File: src/rtl/diffeq_pkg.sv
package diffeq_pkg;
   typedef enum logic [1:0] {
      ST_IDLE = 2'd0,
      ST_CHK  = 2'd1,
      ST_RUN  = 2'd2
   } dq_state_e;

   function automatic int steps_for(input bit shared_mul);
      return shared_mul ? 7 : 4;
   endfunction
endpackage

File: src/rtl/diffeq_qmul.sv
module diffeq_qmul #(
   parameter int W = 16,
   parameter int F = 8
) (
   input  logic signed [W-1:0] op_a,
   input  logic signed [W-1:0] op_b,
   output logic signed [W-1:0] prod
);
   logic signed [2*W-1:0] full;
   always_comb begin
      full = op_a * op_b;
      prod = full[F+W-1:F];
   end
endmodule

File: src/rtl/diffeq_ctrl.sv
module diffeq_ctrl
   import diffeq_pkg::*;
#(
   parameter int STEPS  = 4,
   parameter int STEP_W = 2
) (
   input  logic              clk,
   input  logic              rst_n,
   input  logic              start,
   input  logic              lt,
   output logic              busy,
   output logic              done,
   output logic              load,
   output logic              chk,
   output logic              run,
   output logic              last,
   output logic [STEP_W-1:0] step
);
   dq_state_e        state_q;
   logic [STEP_W-1:0] cnt_q;
   logic              done_q;

   always_ff @(posedge clk) begin
      if (!rst_n) begin
         state_q <= ST_IDLE;
         cnt_q   <= '0;
         done_q  <= 1'b0;
      end else begin
         done_q <= 1'b0;
         unique case (state_q)
            ST_IDLE: if (start) state_q <= ST_CHK;
            ST_CHK: begin
               cnt_q <= '0;
               if (lt) state_q <= ST_RUN;
               else begin
                  state_q <= ST_IDLE;
                  done_q  <= 1'b1;
               end
            end
            ST_RUN: begin
               if (cnt_q == STEP_W'(STEPS - 1)) begin
                  cnt_q <= '0;
                  if (!lt) begin
                     state_q <= ST_IDLE;
                     done_q  <= 1'b1;
                  end
               end else begin
                  cnt_q <= cnt_q + 1'b1;
               end
            end
            default: state_q <= ST_IDLE;
         endcase
      end
   end

   always_comb begin
      busy = (state_q != ST_IDLE);
      done = done_q;
      load = (state_q == ST_IDLE) && start;
      chk  = (state_q == ST_CHK);
      run  = (state_q == ST_RUN);
      last = run && (cnt_q == STEP_W'(STEPS - 1));
      step = cnt_q;
   end

   p_step_range_r5: assert property (@(posedge clk) disable iff (!rst_n)
      run |-> (int'(cnt_q) < STEPS));
   p_done_pulse_r8: assert property (@(posedge clk) disable iff (!rst_n)
      done |=> !done);
   p_done_idle_r8: assert property (@(posedge clk) disable iff (!rst_n)
      done |-> !busy);
   p_accept_r2: assert property (@(posedge clk) disable iff (!rst_n)
      (!busy && start) |=> busy);
endmodule

File: src/rtl/diffeq_datapath.sv
module diffeq_datapath #(
   parameter int W          = 16,
   parameter int F          = 8,
   parameter bit SHARED_MUL = 1'b0,
   parameter int STEP_W     = 2
) (
   input  logic                clk,
   input  logic                rst_n,
   input  logic                load,
   input  logic                chk,
   input  logic                run,
   input  logic                last,
   input  logic [STEP_W-1:0]   step,
   input  logic signed [W-1:0] in_z,
   input  logic signed [W-1:0] in_u,
   input  logic signed [W-1:0] in_y,
   input  logic signed [W-1:0] in_dz,
   input  logic signed [W-1:0] in_a,
   output logic                lt,
   output logic signed [W-1:0] out_z,
   output logic signed [W-1:0] out_u,
   output logic signed [W-1:0] out_y
);
   localparam logic signed [W-1:0] THREE = W'(3) <<< F;

   logic signed [W-1:0] z_q, u_q, y_q, dz_q, a_q;
   logic signed [W-1:0] m1_q, m2_q, m3_q, m4_q, m5_q, m6_q;
   logic signed [W-1:0] zn_q, yn_q, s1_q;
   logic signed [W-1:0] add_a, add_b, sub_a, sub_b, sum, diff, cmp_l;

   // shared adder, subtractor and comparator
   always_comb begin
      sum   = add_a + add_b;
      diff  = sub_a - sub_b;
      cmp_l = chk ? z_q : zn_q;
      lt    = (cmp_l < a_q);
   end

   // architectural registers
   always_ff @(posedge clk) begin
      if (!rst_n) begin
         z_q  <= '0;
         u_q  <= '0;
         y_q  <= '0;
         dz_q <= '0;
         a_q  <= '0;
      end else if (load) begin
         z_q  <= in_z;
         u_q  <= in_u;
         y_q  <= in_y;
         dz_q <= in_dz;
         a_q  <= in_a;
      end else if (last) begin
         z_q <= zn_q;
         u_q <= diff;
         y_q <= yn_q;
      end
   end

   generate
      if (SHARED_MUL) begin : g_shared
         logic signed [W-1:0] ma, mb, mp;
         diffeq_qmul #(.W(W), .F(F)) u_mul (.op_a(ma), .op_b(mb), .prod(mp));

         always_comb begin
            unique case (step)
               STEP_W'(0): begin ma = THREE; mb = z_q;  end
               STEP_W'(1): begin ma = THREE; mb = y_q;  end
               STEP_W'(2): begin ma = u_q;   mb = dz_q; end
               STEP_W'(3): begin ma = m1_q;  mb = u_q;  end
               STEP_W'(4): begin ma = m2_q;  mb = dz_q; end
               default:    begin ma = m4_q;  mb = dz_q; end
            endcase
            add_a = (step == STEP_W'(0)) ? z_q  : y_q;
            add_b = (step == STEP_W'(0)) ? dz_q : m3_q;
            sub_a = (step == STEP_W'(5)) ? u_q  : s1_q;
            sub_b = (step == STEP_W'(5)) ? m5_q : m6_q;
         end

         always_ff @(posedge clk) begin
            if (!rst_n) begin
               m1_q <= '0; m2_q <= '0; m3_q <= '0;
               m4_q <= '0; m5_q <= '0; m6_q <= '0;
               zn_q <= '0; yn_q <= '0; s1_q <= '0;
            end else if (run) begin
               unique case (step)
                  STEP_W'(0): begin m1_q <= mp; zn_q <= sum; end
                  STEP_W'(1): m2_q <= mp;
                  STEP_W'(2): m3_q <= mp;
                  STEP_W'(3): begin m4_q <= mp; yn_q <= sum; end
                  STEP_W'(4): m5_q <= mp;
                  STEP_W'(5): begin m6_q <= mp; s1_q <= diff; end
                  default: ;
               endcase
            end
         end
      end else begin : g_parallel
         logic signed [W-1:0] pa_a, pa_b, pa_p, pb_a, pb_b, pb_p, pc_p;
         diffeq_qmul #(.W(W), .F(F)) u_mul_a (.op_a(pa_a), .op_b(pa_b), .prod(pa_p));
         diffeq_qmul #(.W(W), .F(F)) u_mul_b (.op_a(pb_a), .op_b(pb_b), .prod(pb_p));
         diffeq_qmul #(.W(W), .F(F)) u_mul_c (.op_a(u_q),  .op_b(dz_q), .prod(pc_p));

         always_comb begin
            unique case (step)
               STEP_W'(0): begin pa_a = THREE; pa_b = z_q;  end
               STEP_W'(1): begin pa_a = m1_q;  pa_b = u_q;  end
               default:    begin pa_a = m4_q;  pa_b = dz_q; end
            endcase
            pb_a  = (step == STEP_W'(0)) ? THREE : m2_q;
            pb_b  = (step == STEP_W'(0)) ? y_q   : dz_q;
            add_a = (step == STEP_W'(0)) ? z_q   : y_q;
            add_b = (step == STEP_W'(0)) ? dz_q  : m3_q;
            sub_a = (step == STEP_W'(2)) ? u_q   : s1_q;
            sub_b = (step == STEP_W'(2)) ? m5_q  : m6_q;
         end

         always_ff @(posedge clk) begin
            if (!rst_n) begin
               m1_q <= '0; m2_q <= '0; m3_q <= '0;
               m4_q <= '0; m5_q <= '0; m6_q <= '0;
               zn_q <= '0; yn_q <= '0; s1_q <= '0;
            end else if (run) begin
               unique case (step)
                  STEP_W'(0): begin
                     m1_q <= pa_p; m2_q <= pb_p; m3_q <= pc_p; zn_q <= sum;
                  end
                  STEP_W'(1): begin m4_q <= pa_p; m5_q <= pb_p; yn_q <= sum; end
                  STEP_W'(2): begin m6_q <= pa_p; s1_q <= diff; end
                  default: ;
               endcase
            end
         end
      end
   endgenerate

   assign out_z = z_q;
   assign out_u = u_q;
   assign out_y = y_q;

   p_exit_bound_r4: assert property (@(posedge clk) disable iff (!rst_n)
      ((chk || last) && !lt) |=> !(z_q < a_q));
   p_cfg_hold_r9: assert property (@(posedge clk) disable iff (!rst_n)
      (chk || run) |=> ($stable(a_q) && $stable(dz_q)));
   p_idle_hold_r10: assert property (@(posedge clk) disable iff (!rst_n)
      !(load || chk || run) |=> ($stable(z_q) && $stable(u_q) && $stable(y_q)));
   p_early_keep_r7: assert property (@(posedge clk) disable iff (!rst_n)
      chk |=> ($stable(z_q) && $stable(u_q) && $stable(y_q)));
endmodule

File: src/rtl/diffeq_solver.sv
module diffeq_solver #(
   parameter int W          = 16,
   parameter int F          = 8,
   parameter bit SHARED_MUL = 1'b0
) (
   input  logic                clk,
   input  logic                rst_n,
   input  logic                start,
   input  logic signed [W-1:0] init_z,
   input  logic signed [W-1:0] init_u,
   input  logic signed [W-1:0] init_y,
   input  logic signed [W-1:0] step_dz,
   input  logic signed [W-1:0] bound_a,
   output logic signed [W-1:0] res_z,
   output logic signed [W-1:0] res_u,
   output logic signed [W-1:0] res_y,
   output logic                busy,
   output logic                done
);
   localparam int STEPS  = diffeq_pkg::steps_for(SHARED_MUL);
   localparam int STEP_W = $clog2(STEPS);

   generate
      if (F < 1 || W < F + 3) begin : g_bad_fmt
         $error("diffeq_solver: W must hold the constant 3 above F fraction bits");
      end
   endgenerate

   logic lt, load, chk, run, last;
   logic [STEP_W-1:0] step;

   diffeq_ctrl #(.STEPS(STEPS), .STEP_W(STEP_W)) u_ctrl (
      .clk(clk), .rst_n(rst_n), .start(start), .lt(lt),
      .busy(busy), .done(done), .load(load), .chk(chk),
      .run(run), .last(last), .step(step)
   );

   diffeq_datapath #(.W(W), .F(F), .SHARED_MUL(SHARED_MUL), .STEP_W(STEP_W)) u_dp (
      .clk(clk), .rst_n(rst_n), .load(load), .chk(chk), .run(run),
      .last(last), .step(step),
      .in_z(init_z), .in_u(init_u), .in_y(init_y), .in_dz(step_dz), .in_a(bound_a),
      .lt(lt), .out_z(res_z), .out_u(res_u), .out_y(res_y)
   );
endmodule

File: config.mk
export PLATFORM = sky130hd
export DESIGN_NAME = diffeq_solver
export DESIGN_NICKNAME = d
export VERILOG_FILES = /design/src/rtl/diffeq_pkg.sv /design/src/rtl/diffeq_qmul.sv /design/src/rtl/diffeq_ctrl.sv /design/src/rtl/diffeq_datapath.sv /design/src/rtl/diffeq_solver.sv
export SDC_FILE = /design/constraint.sdc
export NUM_CORES = 2
export LEC_CHECK = 0
export BUFFER_PORTS_ARGS = -buffer_cell sky130_fd_sc_hd__buf_2
export CAP_MARGIN = 20
export CORE_ASPECT_RATIO = 2
export CORE_UTILIZATION = 65
export CTS_CLUSTER_DIAMETER = 80
export DETAILED_ROUTE_END_ITERATION = 16
export PLACE_DENSITY_LB_ADDON = 0.12
export SYNTH_ARGS = -nofsm -noshare
export SYNTH_HDL_FRONTEND = slang
export SYNTH_SLANG_ARGS = --single-unit
export TNS_END_PERCENT = 1
File: constraint.sdc
create_clock -name clk -period 8.5 [get_ports clk]
set_input_delay 0.85 -clock clk [delete_from_list [all_inputs] [get_ports clk]]
set_output_delay 0.85 -clock clk [all_outputs]
set_load 0.01 [all_outputs]
==> run metrics <==
maximum clock path buffer count 3; asr flop ratio synth 0%; Max Cap Viol 0; Most Crowded Layer GR met2; Worst Hold Class flop to flop; synth-to-layout area growth 6.660%; Cells after DPL approximately 4,800; total clock buffers created by CTS 21; M2 GR Usage 75.35%; worst-margin pin slew 1.166 ns; type of the worst setup path flop to flop; I/O pins approximately 130; synthesized instance count just over 4,000; fin cells slightly below 5,000; die height 327.0 um; most common cell after layout, fill and taps aside inv_1; setup TNS 0 ns; CTS Hold Bufs 0; most frequent cells in the layout inv_1, nand2_1, fa_1, ha_1, and2_1; Slew HR a little over a fifth; Post-Synthesis Net Count 4,980; DRC 0; crit end category flop; setup bufs post-CTS 0; placed inst area between 30,000 and 40,000 um^2; Synth cell types 68; worst clock skew between 0.01 and 0.015 ns; RSZ-0062 raised after global routing no; crit start category flop; Peak Freq about 0.12 GHz; Worst path slowest cell a31oi_2; Crit path top cell by count fa_1; first-pass GRT wire length 173,500 um; Worst Hold Depth 2; Std-Cell Rows 118; worst-path fanout max 16; r2r startpoint u_ctrl.step[0]$_SDFFE_PN0P_; Pins Over Slew Limit 0; Flop pwr share 19.0%; DP Worst Slack roughly 0.52 ns; Warnings, synthesis 0; Worst path max stage delay around 0.59 ns; met1 Resource Use GR between 40% and 50%; pin count of the biggest net entering global routing 92; depth of the most critical reg-to-reg path 27; Main synth FF type dfxtp_1; fin area about 37,000 um^2; post-synthesis sequential area ratio roughly an eighth; core box area between 50,000 and 60,000 um^2; Power per Cell Area around 210 nW/um^2; initial antenna violation count 10; die area 53,780 um^2; GRT Util Overall roughly 44%; Routed Antenna Nets 0; Net Sw Frac roughly half; CTS root buffer clkbuf_16; GP Congestion ~1.1; clock-pin slew on the worst setup and hold paths 0.06 ns; total power draw between 7000 and 8000 uW; Hold Fails Final Rpt 0; Comb power frac 67.4%; Die X 164.5 um; PortBufs around 130; worst path required time between 8 and 9 ns; Filler cells ~4,400; Reg2Reg Capture Point u_dp.m1_q[14]$_SDFFE_PN0P_; Tcrit/Tclk final between 90% and 100%; family with the most delay on the worst path adder cells; Internal around 3700 uW; dpl hpwl between 80,000 and 90,000 um; number of synthesized register bits roughly 230; Peak supply drop about 0.44 mV; Post-synth EDFFs 0; Hold EP u_dp.a_q[0]$_SDFFE_PN0P_; Pleak ~0.018 uW; sw power between 3000 and 4000 uW; Final setup viols 0; Initial DRC Count 2,217; CP arrival between 8 and 9 ns; H-tree depth 1; min Tclk post-route just over 8 ns; GR Overflow Total 0; Clock Latency Late Sink roughly 0.53 ns; vias per cell 5.931; Clock Sinks 229; grt met3 use between 8 and 9%; mapped cell area 34,320 um^2; Synth Area per Inst 8.425 um^2; wire per inst between 20 and 25 um; drt total wl 114,300 um; nets around 5,000; min-delay src u_dp.a_q[0]$_SDFFE_PN0P_; Clk pwr share approximately 14%; Initial Util about two thirds; CP bufs+invs 7; R2R Setup Slk between 0.2 and 0.25 ns; vias in the first global route roughly 30,000; setup ws final ~0.23 ns; DR pass1 iterations 6; outcome complete, no violations; layout cells sized above 1 8.937%; routed vias 28,510; post_cts resized 0; CTS tree built
## final cells by class
class,instances,area [um^2],area share [%]
Clock buffer,31,623.1,1.702
Timing Repair Buffer,238,1475,4.030
Multi-Input combinational cell,2886,26160,71.46
Inverter,751,2819,7.700
Antenna cell,6,15.01,0.04101
Sequential cell,229,4584,12.52
Tap cell,660,825.8,2.256
Clock inverter,5,103.9,0.2837
## worst max path at each step
| stage | from | to | slack [ns] | depth (start not counted) |
|---|---|---|---|---|
| after global placement | u_ctrl.step[0]$_SDFFE_PN0P_ | u_dp.m1_q[14]$_SDFFE_PN0P_ | 0.65 | 27 |
| after global routing | u_ctrl.step[0]$_SDFFE_PN0P_ | u_dp.m1_q[14]$_SDFFE_PN0P_ | 0.002 | 28 |
| after CTS | u_ctrl.step[1]$_SDFFE_PN0P_ | u_dp.m1_q[14]$_SDFFE_PN0P_ | 0.50 | 26 |
| final | u_ctrl.step[0]$_SDFFE_PN0P_ | u_dp.m1_q[14]$_SDFFE_PN0P_ | 0.23 | 27 |
| after floorplan | u_ctrl.step[0]$_SDFFE_PN0P_ | u_dp.m1_q[14]$_SDFFE_PN0P_ | 0.73 | 30 |
| after detailed placement | u_ctrl.step[1]$_SDFFE_PN0P_ | u_dp.m1_q[14]$_SDFFE_PN0P_ | 0.52 | 26 |
## per-layer routing
metal	wire, um	part of all wire [%]
met5	26	0.023
met4	14580	13
met3	8589	7.5
met2	56200	49
met1	34930	31
## power by group through the flow
stage | logic (uW) | clock network [uW] | registers, uW
after floorplan | 3270 | 0 | 1350
after global placement | 4950 | 0 | 1460
after detailed placement | 5010 | 0 | 1450
after CTS | 5070 | 1040 | 1430
after global routing | 5620 | 1080 | 1450
final | 5150 | 1040 | 1450
## synthesized netlist by cell type, types with 4 or more instances
cell	count	area [um^2]
dfxtp_1	229	4584
or4_1	4	30.03
or3_1	11	68.82
nand2_1	680	2552
o31ai_1	10	75.07
or2_2	12	75.07
inv_1	751	2819
nor2b_1	46	287.8
fa_1	560	11210
ha_1	263	3291
o211ai_1	13	97.59
a21boi_0	71	533.0
clkbuf_1	184	690.7
mux2i_1	34	340.3
a211oi_1	14	105.1
a31oi_1	8	50.05
o21ai_1	35	175.2
nand2b_1	50	312.8
buf_2	6	30.03
mux2_2	65	732.0
a21oi_1	50	250.2
o21a_1	38	285.3
xnor2_1	89	779.5
buf_1	17	63.81
and3_1	6	37.54
and2_1	232	1451
nand3_1	74	370.4
nor2_1	212	795.8
nor3_1	16	80.08
xor2_1	44	385.4
o21ai_0	122	610.6
nand4_1	9	56.30
o211a_1	46	460.4
a21o_1	22	165.2
## tightest hold or removal path, stage by stage (launching register included)
cell      delay [ns]
dfxtp_1         0.31
nand2_1         0.04
a21boi_0        0.06
## cell families after synthesis
| logic type | count (synthesis) | share of synthesized area, % |
|---|---|---|
| and+or+nand+nor | 1365 | 18.12 |
| buffers and inverters | 959 | 10.52 |
| adders and majority gates | 823 | 42.25 |
| AOI/OAI and AO/OA | 464 | 9.118 |
| DFF | 229 | 13.36 |
| xor gates and xnor gates | 135 | 3.507 |
| muxes | 99 | 3.124 |
## stage by stage
stage | util (%) | hold slack (ns)
global placement | 69.00 | 0.4453
CTS | 70.40 | 0.4612
floorplan | - | 0.4335
finish | 70.44 | 0.4635
global route | 70.44 | 0.4773
detailed placement | 69.00 | 0.4558
Power figures use the tool's default switching activity.
